$ cat src/rtl/ewc_pkg.sv
package ewc_pkg;

   typedef enum logic {
      SEQ_IDLE = 1'b0,
      SEQ_RUN  = 1'b1
   } seq_state_e;

   localparam int REG_DATA_W     = 16;
   localparam int AREAS_PER_WREG = 4;
   localparam int FIELD_STRIDE   = 4;
   localparam logic [REG_DATA_W-1:0] PAD_MASK = 16'h8888;

endpackage

$ cat src/rtl/ewc_regfile.sv
module ewc_regfile
   import ewc_pkg::*;
#(
   parameter int NUM_AREAS = 8,
   parameter int WAIT_W    = 3,
   parameter int ADDR_W    = 2
) (
   input  logic                        clk,
   input  logic                        rst_n,
   input  logic                        hw_standby,
   input  logic                        wr_en,
   input  logic [ADDR_W-1:0]           addr,
   input  logic [REG_DATA_W-1:0]       wdata,
   output logic [REG_DATA_W-1:0]       rdata,
   output logic [NUM_AREAS-1:0]        ast_q,
   output logic [NUM_AREAS*WAIT_W-1:0] wait_flat
);

   logic unused_wdata_bits;
   assign unused_wdata_bits = ^wdata;

   // speed bits: one per area
   always_ff @(posedge clk or negedge rst_n) begin
      if (!rst_n)
         ast_q <= '1;
      else if (hw_standby)
         ast_q <= '1;
      else if (wr_en && addr == ADDR_W'(0))
         ast_q <= wdata[NUM_AREAS-1:0];
   end

   // per-area wait counts
   for (genvar g = 0; g < NUM_AREAS; g++) begin : g_area
      localparam int WIDX = g / AREAS_PER_WREG;
      localparam int SLOT = g % AREAS_PER_WREG;
      logic [WAIT_W-1:0] cnt_q;

      always_ff @(posedge clk or negedge rst_n) begin
         if (!rst_n)
            cnt_q <= '1;
         else if (hw_standby)
            cnt_q <= '1;
         else if (wr_en && addr == ADDR_W'(1 + WIDX))
            cnt_q <= wdata[SLOT*FIELD_STRIDE +: WAIT_W];
      end

      assign wait_flat[g*WAIT_W +: WAIT_W] = cnt_q;
   end

   // read mux
   always_comb begin
      rdata = '0;
      if (addr == ADDR_W'(0))
         rdata[NUM_AREAS-1:0] = ast_q;
      for (int g = 0; g < NUM_AREAS; g++) begin
         if (addr == ADDR_W'(1 + g / AREAS_PER_WREG))
            rdata[(g % AREAS_PER_WREG)*FIELD_STRIDE +: WAIT_W] = wait_flat[g*WAIT_W +: WAIT_W];
      end
   end

endmodule

$ cat src/rtl/ewc_len_sel.sv
module ewc_len_sel #(
   parameter int NUM_AREAS = 8,
   parameter int WAIT_W    = 3,
   parameter int AREA_W    = 3,
   parameter int CNT_W     = 4
) (
   input  logic [AREA_W-1:0]           area,
   input  logic                        onchip,
   input  logic [NUM_AREAS-1:0]        ast_q,
   input  logic [NUM_AREAS*WAIT_W-1:0] wait_flat,
   output logic [CNT_W-1:0]            len_m1
);

   logic [WAIT_W-1:0] w_sel;

   always_comb begin
      w_sel = '0;
      for (int g = 0; g < NUM_AREAS; g++) begin
         if (area == AREA_W'(g))
            w_sel = wait_flat[g*WAIT_W +: WAIT_W];
      end
   end

   // length minus one: 1 for two-state cycles, 2+W for three-state ones
   always_comb begin
      if (onchip || !ast_q[area])
         len_m1 = CNT_W'(1);
      else
         len_m1 = CNT_W'(2) + CNT_W'(w_sel);
   end

endmodule

$ cat src/rtl/ewc_seq.sv
module ewc_seq
   import ewc_pkg::*;
#(
   parameter int CNT_W = 4
) (
   input  logic             clk,
   input  logic             rst_n,
   input  logic             hw_standby,
   input  logic             req,
   input  logic [CNT_W-1:0] len_m1,
   output logic             busy,
   output logic             done
);

   seq_state_e       state_q;
   logic [CNT_W-1:0] left_q;

   always_ff @(posedge clk or negedge rst_n) begin
      if (!rst_n) begin
         state_q <= SEQ_IDLE;
         left_q  <= '0;
      end else if (hw_standby) begin
         state_q <= SEQ_IDLE;
         left_q  <= '0;
      end else begin
         case (state_q)
            SEQ_IDLE: begin
               if (req) begin
                  state_q <= SEQ_RUN;
                  left_q  <= len_m1;
               end
            end
            SEQ_RUN: begin
               if (left_q == '0)
                  state_q <= SEQ_IDLE;
               else
                  left_q <= left_q - CNT_W'(1);
            end
            default: state_q <= SEQ_IDLE;
         endcase
      end
   end

   assign busy = (state_q == SEQ_RUN);
   assign done = busy && (left_q == '0);

endmodule

$ cat src/rtl/ext_wait_ctrl.sv
module ext_wait_ctrl
   import ewc_pkg::*;
#(
   parameter  int NUM_AREAS = 8,
   parameter  int WAIT_W    = 3,
   localparam int ADDR_W    = $clog2(NUM_AREAS / AREAS_PER_WREG + 1),
   localparam int AREA_W    = $clog2(NUM_AREAS)
) (
   input  logic                  clk,
   input  logic                  rst_n,
   input  logic                  hw_standby,
   input  logic                  reg_wr,
   input  logic [ADDR_W-1:0]     reg_addr,
   input  logic [REG_DATA_W-1:0] reg_wdata,
   output logic [REG_DATA_W-1:0] reg_rdata,
   input  logic                  acc_req,
   input  logic [AREA_W-1:0]     acc_area,
   input  logic                  acc_onchip,
   output logic                  acc_busy,
   output logic                  acc_done
);

   localparam int CNT_W = $clog2(3 + (1 << WAIT_W));

   if (NUM_AREAS % AREAS_PER_WREG != 0 || NUM_AREAS < 4 || NUM_AREAS > REG_DATA_W) begin : g_bad_areas
      $error("NUM_AREAS must be 4, 8, 12 or 16");
   end
   if (WAIT_W < 1 || WAIT_W >= FIELD_STRIDE) begin : g_bad_wait
      $error("WAIT_W must be between 1 and 3");
   end

   logic [NUM_AREAS-1:0]        ast_q;
   logic [NUM_AREAS*WAIT_W-1:0] wait_flat;
   logic [CNT_W-1:0]            len_m1;

   ewc_regfile #(
      .NUM_AREAS(NUM_AREAS),
      .WAIT_W   (WAIT_W),
      .ADDR_W   (ADDR_W)
   ) u_regs (
      .clk       (clk),
      .rst_n     (rst_n),
      .hw_standby(hw_standby),
      .wr_en     (reg_wr),
      .addr      (reg_addr),
      .wdata     (reg_wdata),
      .rdata     (reg_rdata),
      .ast_q     (ast_q),
      .wait_flat (wait_flat)
   );

   ewc_len_sel #(
      .NUM_AREAS(NUM_AREAS),
      .WAIT_W   (WAIT_W),
      .AREA_W   (AREA_W),
      .CNT_W    (CNT_W)
   ) u_len (
      .area     (acc_area),
      .onchip   (acc_onchip),
      .ast_q    (ast_q),
      .wait_flat(wait_flat),
      .len_m1   (len_m1)
   );

   ewc_seq #(
      .CNT_W(CNT_W)
   ) u_seq (
      .clk       (clk),
      .rst_n     (rst_n),
      .hw_standby(hw_standby),
      .req       (acc_req),
      .len_m1    (len_m1),
      .busy      (acc_busy),
      .done      (acc_done)
   );

endmodule

$ cat config.mk
export PLATFORM = sky130hd
export DESIGN_NAME = ext_wait_ctrl
export DESIGN_NICKNAME = d
export VERILOG_FILES = /design/src/rtl/ewc_pkg.sv /design/src/rtl/ewc_regfile.sv /design/src/rtl/ewc_len_sel.sv /design/src/rtl/ewc_seq.sv /design/src/rtl/ext_wait_ctrl.sv
export SDC_FILE = /design/constraint.sdc
export NUM_CORES = 1
export LEC_CHECK = 0
export ABC_AREA = 1
export BUFFER_PORTS_ARGS = -buffer_cell sky130_fd_sc_hd__buf_2
export CAP_MARGIN = 10
export CELL_PAD_IN_SITES_DETAIL_PLACEMENT = 1
export CELL_PAD_IN_SITES_GLOBAL_PLACEMENT = 2
export CORE_ASPECT_RATIO = 1.5
export CORE_MARGIN = 1.5
export CORE_UTILIZATION = 32
export CTS_BUF_LIST = sky130_fd_sc_hd__clkbuf_4
export DETAILED_ROUTE_END_ITERATION = 7
export GPL_TIMING_DRIVEN = 0
export PLACE_DENSITY = 0.81
export SYNTH_ARGS = -nofsm -noshare
export SYNTH_HDL_FRONTEND = slang
export SYNTH_SLANG_ARGS = --single-unit
export TNS_END_PERCENT = 50
$ cat constraint.sdc
create_clock -name clk -period 1.95 [get_ports clk]
set_input_delay 0.585 -clock clk [delete_from_list [all_inputs] [get_ports clk]]
set_output_delay 0.585 -clock clk [all_outputs]
set_load 0.01 [all_outputs]
==> results of run 1 <==
-- per-stage QoR --
stage / hold slack [ns] / utilization / power [mW] / cells
after floorplan: 0.289 / - / 1.23 / 298
after global placement: 0.477 / 0.378 / 1.40 / 413
after detailed placement: 0.487 / 0.378 / 1.42 / 413
after CTS: 0.359 / 0.416 / 1.90 / 427
after global routing: 0.365 / 0.440 / 2.08 / 433
final: 0.317 / 0.440 / 1.95 / 433
-- placed cells by master (no fill, tap or decap), types with 4 or more instances in the layout --
| cell type | n |
|---|---|
| o22ai_1 | 5 |
| inv_2 | 7 |
| nand2_2 | 4 |
| clkbuf_4 | 5 |
| nand4_1 | 6 |
| nor2_1 | 29 |
| nand3_1 | 8 |
| buf_4 | 13 |
| inv_4 | 6 |
| nand2_1 | 65 |
| a21oi_1 | 6 |
| buf_6 | 6 |
| o21ai_0 | 30 |
| clkbuf_1 | 5 |
| o21ai_1 | 5 |
| inv_1 | 36 |
| nor2_4 | 5 |
| buf_2 | 33 |
| dfstp_2 | 32 |
| dfrtp_1 | 5 |
| or2_2 | 12 |
-- power breakdown --
group	switching, mW	internal, mW	total [mW]
Clock	0.295	0.137	0.432
Sequential	0.0401	0.888	0.928
Combinational	0.355	0.238	0.593
-- metal layers --
layer,GRT usage,part of all wire
met3,0.0310,0.036
met2,0.373,0.52
met4,0.0943,0.039
met5,0,0
met1,0.244,0.40
-- cells by family after synthesis --
kind of cell | share of synthesized area
xor+xnor | 0.00399
other cells | 0.00171
simple gates | 0.277
fa+ha+maj | 0.0171
flops | 0.440
compound gates | 0.151
buf+inv | 0.109
-- final timing paths --
kind                       slack [ns]                                   from                     endpoint
min in group clk                 0.45                           reg_wdata[3]  u_regs.ast_q[3]$_DFFE_PN1P_
max                            -0.005                            reg_addr[0]                 reg_rdata[6]
min                              0.32                                  rst_n  u_seq.left_q[2]$_DFFE_PN0P_
max in group asynchronous        1.06                                  rst_n         u_seq.busy$_DFF_PN0_
max reg2reg                      0.13  u_regs.g_area[1].cnt_q[2]$_DFFE_PN1P_  u_seq.left_q[2]$_DFFE_PN0P_
min reg2reg                      0.51            u_seq.left_q[3]$_DFFE_PN0P_  u_seq.left_q[3]$_DFFE_PN0P_
-- what timing repair did --
item | in CTS | in global routing
endpoints found under the setup margin | 13 | 14
pin swaps | 5 | 8
setup buffers | 4 | 6
hold buffers | 0 | 0
gates resized for setup | 37 | 27
gates cloned | 2 | 0
-- cell type report --
class | instances | area, um^2 | share of cell area
Clock buffer | 5 | 37.5 | 0.0130
Multi-Input combinational cell | 201 | 1140 | 0.392
Buffer | 12 | 97.6 | 0.0337
Timing Repair Buffer | 51 | 354 | 0.122
Inverter | 48 | 193 | 0.0666
Tap cell | 76 | 95.1 | 0.0328
Sequential cell | 37 | 966 | 0.334
Clock inverter | 3 | 16.3 | 0.00562
-- flip-flops by register name (all words and copies together) (netlist names) --
register / flops
u_regs.ast_q: 8
u_regs.g_area.cnt_q: 24
u_seq.left_q: 4
u_seq.busy: 1
-- critical path: stages --
cell and delay [ns]:
buf_12 0.11, nor2_4 0.14, inv_4 0.07, buf_4 0.14
o221ai_4 0.16, buf_2 0.16
==> metrics.md, run 1 <==
| Metric | Value |
|---|---|
| Status | `finished, violations left` |
| Failing checks | `negative setup slack` |
| Routability Congestion | `0.783` |
| EDFF count, synth | `0` |
| Die area | `7370 um^2` |
| Synth top cells by count | `nand2_1, inv_1, dfstp_2` |
| Largest net degree at the start of global routing | `38` |
| Sequential area share after synthesis | `0.440` |
| DR pass1 iterations | `4` |
| Initial core utilization | `0.334` |
| Syn avg cell area | `7.39 um^2` |
| Setup tns final | `-0.00515 ns` |
| Nets | `386` |
| Gr ovfl total | `0` |
| Actual slew at the worst max-slew pin | `0.877 ns` |
| Clk buf depth | `2` |
| Hpwl dp | `5.20 mm` |
| Layout Skew | `0.0159 ns` |
| Wire length per cell | `16.7 um` |
| Worst Slack Setup Final | `-0.00515 ns` |
| Antenna Cells | `0` |
| CTS root buf | `clkbuf_4` |
| TritonCTS Buffers | `5` |
| Max Cap Violations | `0` |
| CP Capture Type | `output pin` |
| Reg2reg path depth | `11` |
| Reg clk slew, reported paths | `0.11 ns` |
| Critical Path AT | `1.37 ns` |
| Final setup fails | `1` |
| Post-route clock period utilization | `1.00` |
| Area share of the largest cell type after synthesis | `0.383` |
| Global-route wire length before repair | `12.0 mm` |
| IO Count | `45` |
| Row count | `36` |
| Htree depth | `2` |
| Slew Limit Fails | `0` |
| P&R area growth vs syn | `32.0%` |
| Clk sinks | `37` |
| Fmax | `0.511 GHz` |
| Initial antenna violation count | `0` |
| Yosys reg bits | `37` |
| CTS tree | `built` |
| Final Hold Fails | `0` |
| Top_reg_cell synth | `dfstp_2` |
| Detail Route Antenna Nets | `0` |
| RSZ-0062 raised after global routing | `true` |
| Worst skew pair latency | `0.37 ns` |
| Total number of vias | `2189` |
| Synth async-reset ratio | `1.00` |
| Cells after synthesis | `297` |
| Drt drc | `0` |
| Count leader, synth | `nand2_1` |
| Peak VDD IR | `0.234 mV` |
| Die W | `70.6 um` |
| Yosys cell types | `27` |
| Iteration-0 DRC Markers | `73` |
| Number of I/O port buffers | `39` |
| Static Leak | `1.42 nW` |
| Core ar. | `6580 um^2` |
| Crit path time final | `1.96 ns` |
| WL final | `7.21 mm` |
| Fill cells | `846` |
| Total number of yosys warnings | `0` |
| Final instance area | `2900 um^2` |
| Ratio of routed vias to standard cells | `5.06` |
| Slew HR | `0.415` |
| Top cell type by total area after synthesis | `dfstp_2` |
| Power Density | `675 nW/um^2` |
| Pre-CTS setup slack | `-0.449 ns` |
| All-layer global routing usage | `0.210` |
| Top cells by area, synth | `dfstp_2, nand2_1, inv_1` |
| Startpoint types | `primary input` |
| Hold Path Class | `in -> async` |
| Netlist area before placement | `2190 um^2` |
| CP Max Fanout | `4` |
| Vias in the first global route | `2379` |
| WS Path Type | `in -> out` |
| Die span in y | `104 um` |
| Fraction of layout cells with a size suffix above 1 | `0.412` |
| Required time of the critical path | `1.36 ns` |
| Area after DPL | `2490 um^2` |
Note: power is estimated with default switching activity, not from simulation.
==> run 2, diff against run 1 <==
--- a/config.mk
+++ b/config.mk
@@ -11,7 +11,6 @@
 export CELL_PAD_IN_SITES_DETAIL_PLACEMENT = 1
 export CELL_PAD_IN_SITES_GLOBAL_PLACEMENT = 2
 export CORE_ASPECT_RATIO = 1.5
-export CORE_MARGIN = 1.5
 export CORE_UTILIZATION = 32
 export CTS_BUF_LIST = sky130_fd_sc_hd__clkbuf_4
 export DETAILED_ROUTE_END_ITERATION = 7
==> run 2 against run 1 <==
  * The run still ends with negative setup slack left
  * Setup slack about the same
  * Sequential cell count unchanged
  * Final cell count up 0.46%
  * Power about the same
  * Hold slack better by 0.013 ns
  * Routed wire length up 1.4%
  * Combinational power about the same
  * Largest cell class unchanged
==> metrics.md, run 2 (synthesized netlist as in run 1, its figures left out) <==
| Metric | Value |
|---|---|
| CP Max Fanout | `5 (was 4)` |
| Critical Path AT | `1.37 ns (about the same)` |
| Largest net degree at the start of global routing | `38 (unchanged)` |
| Startpoint types | `primary input (unchanged)` |
| Slew HR | `0.407 (was 0.415)` |
| Reg power frac | `0.474 (was 0.475)` |
| Detail Route Antenna Nets | `0 (unchanged)` |
| Initial antenna violation count | `0 (unchanged)` |
| Die area | `7200 um^2 (was 7370 um^2)` |
| Clk buf depth | `2 (unchanged)` |
| Area after DPL | `2490 um^2 (unchanged)` |
| Comb pwr share | `0.303 (was 0.304)` |
| Hold Path Class | `in -> async (unchanged)` |
| RSZ-0062 raised after global routing | `true (unchanged)` |
| WS Path Type | `in -> out (unchanged)` |
| Gr ovfl total | `0 (unchanged)` |
| Ratio of routed vias to standard cells | `5.00 (was 5.06)` |
| Row count | `36 (unchanged)` |
| Peak VDD IR | `0.329 mV (was 0.234 mV)` |
| Antenna Cells | `0 (unchanged)` |
| WL final | `7.32 mm (was 7.21 mm)` |
| Nets | `388 (was 386)` |
| Reg2reg path depth | `11 (unchanged)` |
| Global-route wire length before repair | `11.8 mm (was 12.0 mm)` |
| Most common cell after layout, fill and taps aside | `nand2_1 (unchanged)` |
| # hold bufs at CTS | `0 (unchanged)` |
| Worst R2R End | `u_seq.left_q[2]$_DFFE_PN0P_ (unchanged)` |
| Hpwl dp | `5.15 mm (was 5.20 mm)` |
| Vias in the first global route | `2318 (was 2379)` |
| CTS tree | `built (unchanged)` |
| DR pass1 iterations | `4 (unchanged)` |
| Total number of vias | `2177 (was 2189)` |
| Critical Path Start | `reg_addr[0] (unchanged)` |
| Sw frac | `0.347 (was 0.353)` |
| Most frequent cells in the layout | `nand2_1, inv_1, buf_2 (unchanged)` |
| Max Cap Violations | `0 (unchanged)` |
| Final Hold Fails | `0 (unchanged)` |
| Non-Filler Instances | `435 (was 433)` |
| Crit path time final | `1.96 ns (about the same)` |
| Initial core utilization | `0.334 (unchanged)` |
| Routability Congestion | `0.788 (was 0.783)` |
| Slowest stage cell, crit path | `buf_2 (was o221ai_4)` |
| CP peak stage delay | `0.17 ns (was 0.16 ns)` |
| Worst skew pair latency | `0.36 ns (was 0.37 ns)` |
| Register with the most flip-flops | `u_regs.g_area.cnt_q (unchanged)` |
| Pint | `1.28 mW (was 1.26 mW)` |
| Wire length per cell | `16.8 um (was 16.7 um)` |
| Post-route clock period utilization | `1.00 (about the same)` |
| Reg-to-Reg Start | `u_regs.g_area[1].cnt_q[2]$_DFFE_PN1P_ (unchanged)` |
| Htree depth | `2 (unchanged)` |
| P&R area growth vs syn | `32.9% (was 32.0%)` |
| Fmax | `0.511 GHz (about the same)` |
| Worst Slack Setup Final | `-0.00563 ns (was -0.00515 ns)` |
| Fraction of layout cells with a size suffix above 1 | `0.426 (was 0.412)` |
| Clk sinks | `37 (unchanged)` |
| Fill cells | `829 (was 846)` |
| Iteration-0 DRC Markers | `79 (was 73)` |
| Final setup fails | `2 (was 1)` |
| Worst-path cell chain | `buf_8 -> nor2_4 -> inv_4 -> clkbuf_16 -> o221ai_2 -> buf_2 (was buf_12 -> nor2_4 -> inv_4 -> buf_4 -> o221ai_4 -> buf_2)` |
| Drt drc | `0 (unchanged)` |
| IO Count | `45 (unchanged)` |
| Die W | `69.6 um (was 70.6 um)` |
| Pre-CTS setup slack | `-0.438 ns (was -0.449 ns)` |
| Die span in y | `103 um (was 104 um)` |
| Post-Place Cells | `413 (unchanged)` |
| Actual slew at the worst max-slew pin | `0.890 ns (was 0.877 ns)` |
| Number of I/O port buffers | `39 (unchanged)` |
| CTS root buf | `clkbuf_4 (unchanged)` |
| Power Density | `671 nW/um^2 (was 675 nW/um^2)` |
| CP Capture Type | `output pin (unchanged)` |
| Reg clk slew, reported paths | `0.12 ns (was 0.11 ns)` |
| Slew Limit Fails | `0 (unchanged)` |
| Core ar. | `6580 um^2 (unchanged)` |
| TritonCTS Buffers | `5 (unchanged)` |
| All-layer global routing usage | `0.216 (was 0.210)` |
| R2r setup slk | `0.21 ns (was 0.13 ns)` |
| Clk pwr share | `0.223 (was 0.221)` |
| NetSw | `0.679 mW (was 0.690 mW)` |
| Layout Skew | `0.0140 ns (was 0.0159 ns)` |
| Status | `finished, violations left (unchanged)` |
| Top flop regs | `u_regs.g_area.cnt_q: 24 flops, u_regs.ast_q: 8 flops, u_seq.left_q: 4 flops (unchanged)` |
| Final instance area | `2920 um^2 (was 2900 um^2)` |
| Max reg flops | `24 (unchanged)` |
| Failing checks | `negative setup slack (unchanged)` |
| Last element of the critical path | `reg_rdata[5] (was reg_rdata[6])` |
| Static Leak | `1.44 nW (was 1.42 nW)` |
| Required time of the critical path | `1.36 ns (about the same)` |
| Hold slack | `0.330 ns (was 0.317 ns)` |
[run 2: layout make-up]
class                      instances  area [um^2]  area share
multi-input combinational        201         1130       0.389
tap                               76         95.1      0.0326
inverter                          48          193      0.0661
clock buffer                       6         45.0      0.0155
timing repair buffer              53          370       0.127
clock inverter                     2         10.0     0.00343
buffer                            12          103      0.0352
sequential                        37          966       0.331
[run 2: timing repair]
action / in CTS / in global routing
buffers inserted: 8 / 4
gates cloned: 1 / 1
pin swaps: 3 / 10
gates resized for setup: 34 / 39
setup endpoints to repair: 13 / 26
[run 2: critical path: cells and delay by family]
family                 cells  cell delay (ns)
buffers and inverters      4             0.51
AO/OA/AOI/OAI              1             0.14
AND/OR/NAND/NOR            1             0.14
[run 2: routing by layer]
metal / vias to the layer above / share of wire / track usage
li1: 1066 / - / -
met1: 1044 / 0.40 / 0.236
met2: 49 / 0.51 / 0.404
met3: 18 / 0.036 / 0.0349
met4: 0 / 0.047 / 0.115
met5: - / 0 / 0
[run 2: through the flow]
| stage | total power [mW] | TNS (ns) | utilization |
|---|---|---|---|
| after global placement | 1.40 | -4.50 | 0.378 |
| after detailed placement | 1.41 | -4.46 | 0.378 |
| after global routing | 2.08 | -0.181 | 0.443 |
| after CTS | 1.91 | -0.0218 | 0.418 |
| after floorplan | 1.23 | 0 | - |
| final | 1.96 | -0.00773 | 0.443 |
[run 2: power by group through the flow]
stage	clock, mW	combinational [mW]	sequential [mW]
after floorplan	0	0.302	0.926
after global placement	0	0.466	0.934
after detailed placement	0	0.476	0.937
after CTS	0.451	0.531	0.925
after global routing	0.482	0.666	0.936
final	0.436	0.593	0.926
[run 2: worst min-delay path by stage]
| stage | startpoint | endpoint | cells after the start |
|---|---|---|---|
| 2_1_floorplan | rst_n | u_seq.busy$_DFF_PN0_ | 0 |
| 3_3_place_gp | u_seq.left_q[3]$_DFFE_PN0P_ | u_seq.left_q[3]$_DFFE_PN0P_ | 2 |
| 3_5_place_dp | u_seq.left_q[3]$_DFFE_PN0P_ | u_seq.left_q[3]$_DFFE_PN0P_ | 2 |
| 4_1_cts | rst_n | u_seq.left_q[2]$_DFFE_PN0P_ | 1 |
| 5_1_grt | rst_n | u_seq.left_q[2]$_DFFE_PN0P_ | 1 |
| 6_report | rst_n | u_seq.left_q[2]$_DFFE_PN0P_ | 1 |
==> run 3, diff against run 2 <==
--- a/config.mk
+++ b/config.mk
@@ -8,14 +8,12 @@
 export ABC_AREA = 1
 export BUFFER_PORTS_ARGS = -buffer_cell sky130_fd_sc_hd__buf_2
 export CAP_MARGIN = 10
-export CELL_PAD_IN_SITES_DETAIL_PLACEMENT = 1
-export CELL_PAD_IN_SITES_GLOBAL_PLACEMENT = 2
 export CORE_ASPECT_RATIO = 1.5
-export CORE_UTILIZATION = 32
+export CORE_UTILIZATION = 57
 export CTS_BUF_LIST = sky130_fd_sc_hd__clkbuf_4
 export DETAILED_ROUTE_END_ITERATION = 7
 export GPL_TIMING_DRIVEN = 0
-export PLACE_DENSITY = 0.81
+export PLACE_DENSITY = 0.82
 export SYNTH_ARGS = -nofsm -noshare
 export SYNTH_HDL_FRONTEND = slang
 export SYNTH_SLANG_ARGS = --single-unit
==> run 3 against run 2 <==
  * Clock skew down 0.0060 ns
  * Cell area down 6.2%
  * Global-route usage up 12 points
  * Clock power up 25%
  * Critical path type unchanged
  * Clock-buffer cell count unchanged
  * Utilization up 30 points
  * Combinational power down 11%
  * Largest cell class unchanged
  * Final cell count down 8.7%
  * Setup slack worse by 0.0088 ns
  * The run still ends with negative setup slack left
  * Maximum frequency down 0.45%
==> metrics.md, run 3 (synthesized netlist as in run 1, its figures left out) <==
| Metric | Value |
|---|---|
| CTS tree | `built (unchanged)` |
| Fill cells | `299 (was 829)` |
| Clk buf depth | `2 (unchanged)` |
| Hold slack | `0.298 ns (was 0.330 ns)` |
| GRT Max-Usage Layer | `met2 (unchanged)` |
| Register with the most flip-flops | `u_regs.g_area.cnt_q (unchanged)` |
| Final setup fails | `2 (unchanged)` |
| CTS root buf | `clkbuf_4 (unchanged)` |
| Status | `finished, violations left (unchanged)` |
| Ratio of routed vias to standard cells | `5.59 (was 5.00)` |
| Worst Slack Setup Final | `-0.0144 ns (was -0.00563 ns)` |
| Row count | `27 (was 36)` |
| Vias in the first global route | `2226 (was 2318)` |
| WS Path Type | `in -> out (unchanged)` |
| Crit path time final | `1.96 ns (about the same)` |
| Routability Congestion | `0.937 (was 0.788)` |
| Post-route clock period utilization | `1.01 (was 1.00)` |
| Fmax | `0.509 GHz (was 0.511 GHz)` |
| Layout Skew | `0.00805 ns (was 0.0140 ns)` |
| Actual slew at the worst max-slew pin | `0.788 ns (was 0.890 ns)` |
| Startpoint types | `primary input (unchanged)` |
| Hold Path Class | `in -> async (unchanged)` |
| Core ar. | `3680 um^2 (was 6580 um^2)` |
| Failing checks | `negative setup slack (unchanged)` |
| Slew HR | `0.475 (was 0.407)` |
| Power, Total | `2.00 mW (was 1.96 mW)` |
| TritonCTS Buffers | `5 (unchanged)` |
| FF/Latch Area | `966 um^2 (unchanged)` |
| Die area | `4110 um^2 (was 7200 um^2)` |
| Most common cell after layout, fill and taps aside | `nand2_1 (unchanged)` |
| Iteration-0 DRC Markers | `77 (was 79)` |
| Slew Limit Fails | `0 (unchanged)` |
| Drt drc | `0 (unchanged)` |
| Number of I/O port buffers | `39 (unchanged)` |
| Detail Route Antenna Nets | `0 (unchanged)` |
| Initial antenna violation count | `0 (unchanged)` |
| Met1 Usage GRT | `0.373 (was 0.236)` |
| P&R area growth vs syn | `24.6% (was 32.9%)` |
| Power Density | `732 nW/um^2 (was 671 nW/um^2)` |
| Worst skew pair latency | `0.35 ns (was 0.36 ns)` |
| Largest net degree at the start of global routing | `38 (unchanged)` |
| Max Cap Violations | `0 (unchanged)` |
| Hpwl dp | `4.24 mm (was 5.15 mm)` |
| Gr ovfl total | `0 (unchanged)` |
| Static Leak | `1.39 nW (was 1.44 nW)` |
| Htree depth | `2 (unchanged)` |
| Final instance area | `2730 um^2 (was 2920 um^2)` |
| RSZ-0062 raised after global routing | `true (unchanged)` |
| Critical Path AT | `1.38 ns (was 1.37 ns)` |
| IO Count | `45 (unchanged)` |
| Peak VDD IR | `0.601 mV (was 0.329 mV)` |
| CP Capture Type | `output pin (unchanged)` |
| Antenna Cells | `0 (unchanged)` |
| Top flop regs | `u_regs.g_area.cnt_q: 24 flops, u_regs.ast_q: 8 flops, u_seq.left_q: 4 flops (unchanged)` |
| Area after DPL | `2450 um^2 (was 2490 um^2)` |
| CP Max Fanout | `5 (unchanged)` |
| Most frequent cells in the layout | `nand2_1, inv_1, buf_2 (unchanged)` |
| Required time of the critical path | `1.36 ns (about the same)` |
| Reg clk slew, reported paths | `0.11 ns (was 0.12 ns)` |
| Die span in y | `78.0 um (was 103 um)` |
| Global-route wire length before repair | `9.90 mm (was 11.8 mm)` |
| Max reg flops | `24 (unchanged)` |
| Die W | `52.7 um (was 69.6 um)` |
| DR pass1 iterations | `4 (unchanged)` |
| Fraction of layout cells with a size suffix above 1 | `0.387 (was 0.426)` |
| WL final | `6.09 mm (was 7.32 mm)` |
| Total number of vias | `2220 (was 2177)` |
| Clk sinks | `37 (unchanged)` |
| Wire length per cell | `15.3 um (was 16.8 um)` |
| Initial core utilization | `0.596 (was 0.334)` |
| Final Hold Fails | `0 (unchanged)` |
| Routing usage on met3 | `0.0588 (was 0.0349)` |
| M2 GR Usage | `0.570 (was 0.404)` |
| Nets | `383 (was 388)` |
| All-layer global routing usage | `0.335 (was 0.216)` |
| Area of the multi-input gates | `1070 um^2 (was 1130 um^2)` |
run 3: cell count changes in the layout (fill, tap and decap cells not counted), moves of 3 or more:
cell / previous run / this run
buf_6: 8 / 1
buf_2: 34 / 38
buf_4: 14 / 11
inv_1: 35 / 38
o221ai_4: 3 / 0
run 3: repair_timing:
action / 4_1_cts / 5_1_grt
hold buffers: 0 / 0
cloned: 2 / 0
pin swaps: 4 / 4
setup endpoints to repair: 12 / 24
setup buffers: 6 / 2
gates resized for setup: 30 / 14
run 3: final timing paths:
kind	start	end	slack, ns	cells after the start
min in group clk	reg_wdata[7]	u_regs.ast_q[7]$_DFFE_PN1P_	0.46	3
worst max register to register	u_regs.g_area[2].cnt_q[2]$_DFFE_PN1P_	u_seq.left_q[2]$_DFFE_PN0P_	0.27	11
worst min register to register	u_seq.left_q[3]$_DFFE_PN0P_	u_seq.left_q[3]$_DFFE_PN0P_	0.52	2
worst max-delay path	reg_addr[1]	reg_rdata[2]	-0.01	6
worst min-delay path	rst_n	u_seq.busy$_DFF_PN0_	0.30	1
max in group asynchronous	rst_n	u_seq.left_q[0]$_DFFE_PN0P_	1.15	1
run 3: worst max-delay path, cell delays in order:
cell and delay [ns]:
buf_8 0.11, nor2_4 0.13, inv_2 0.08, buf_8 0.14, o221ai_1 0.16, buf_2 0.17
run 3: area by class of cell:
type | instances | area share
plain buffers | 11 | 0.0288
clock buffers | 6 | 0.0165
clock inverters | 2 | 0.0124
inverters | 48 | 0.0686
multi-input cells | 201 | 0.391
flip-flops and latches | 37 | 0.353
well taps | 43 | 0.0197
repair buffers | 49 | 0.110
run 3: per-layer routing:
layer  vias to the layer above  wire length [um]
met3                        27               338
met1                      1032              2290
met4                         0               277
met2                       105              3180
met5                         -                 0
li1                       1056                 -
run 3: metrics by stage:
step           std cells  TNS [ns]  setup slack (ns)  utilization
2_1_floorplan        298         0            0.0702            -
4_1_cts              396   -0.0156           -0.0102        0.732
6_report             397   -0.0271           -0.0144        0.742
3_5_place_dp         380     -3.74            -0.330        0.664
3_3_place_gp         380     -3.62            -0.312        0.664
5_1_grt              397    -0.161           -0.0502        0.742
run 3: power breakdown:
part | internal (mW) | switching, mW
logic | 0.203 | 0.326
registers | 0.888 | 0.0398
clock network | 0.281 | 0.262
total | 1.37 | 0.628
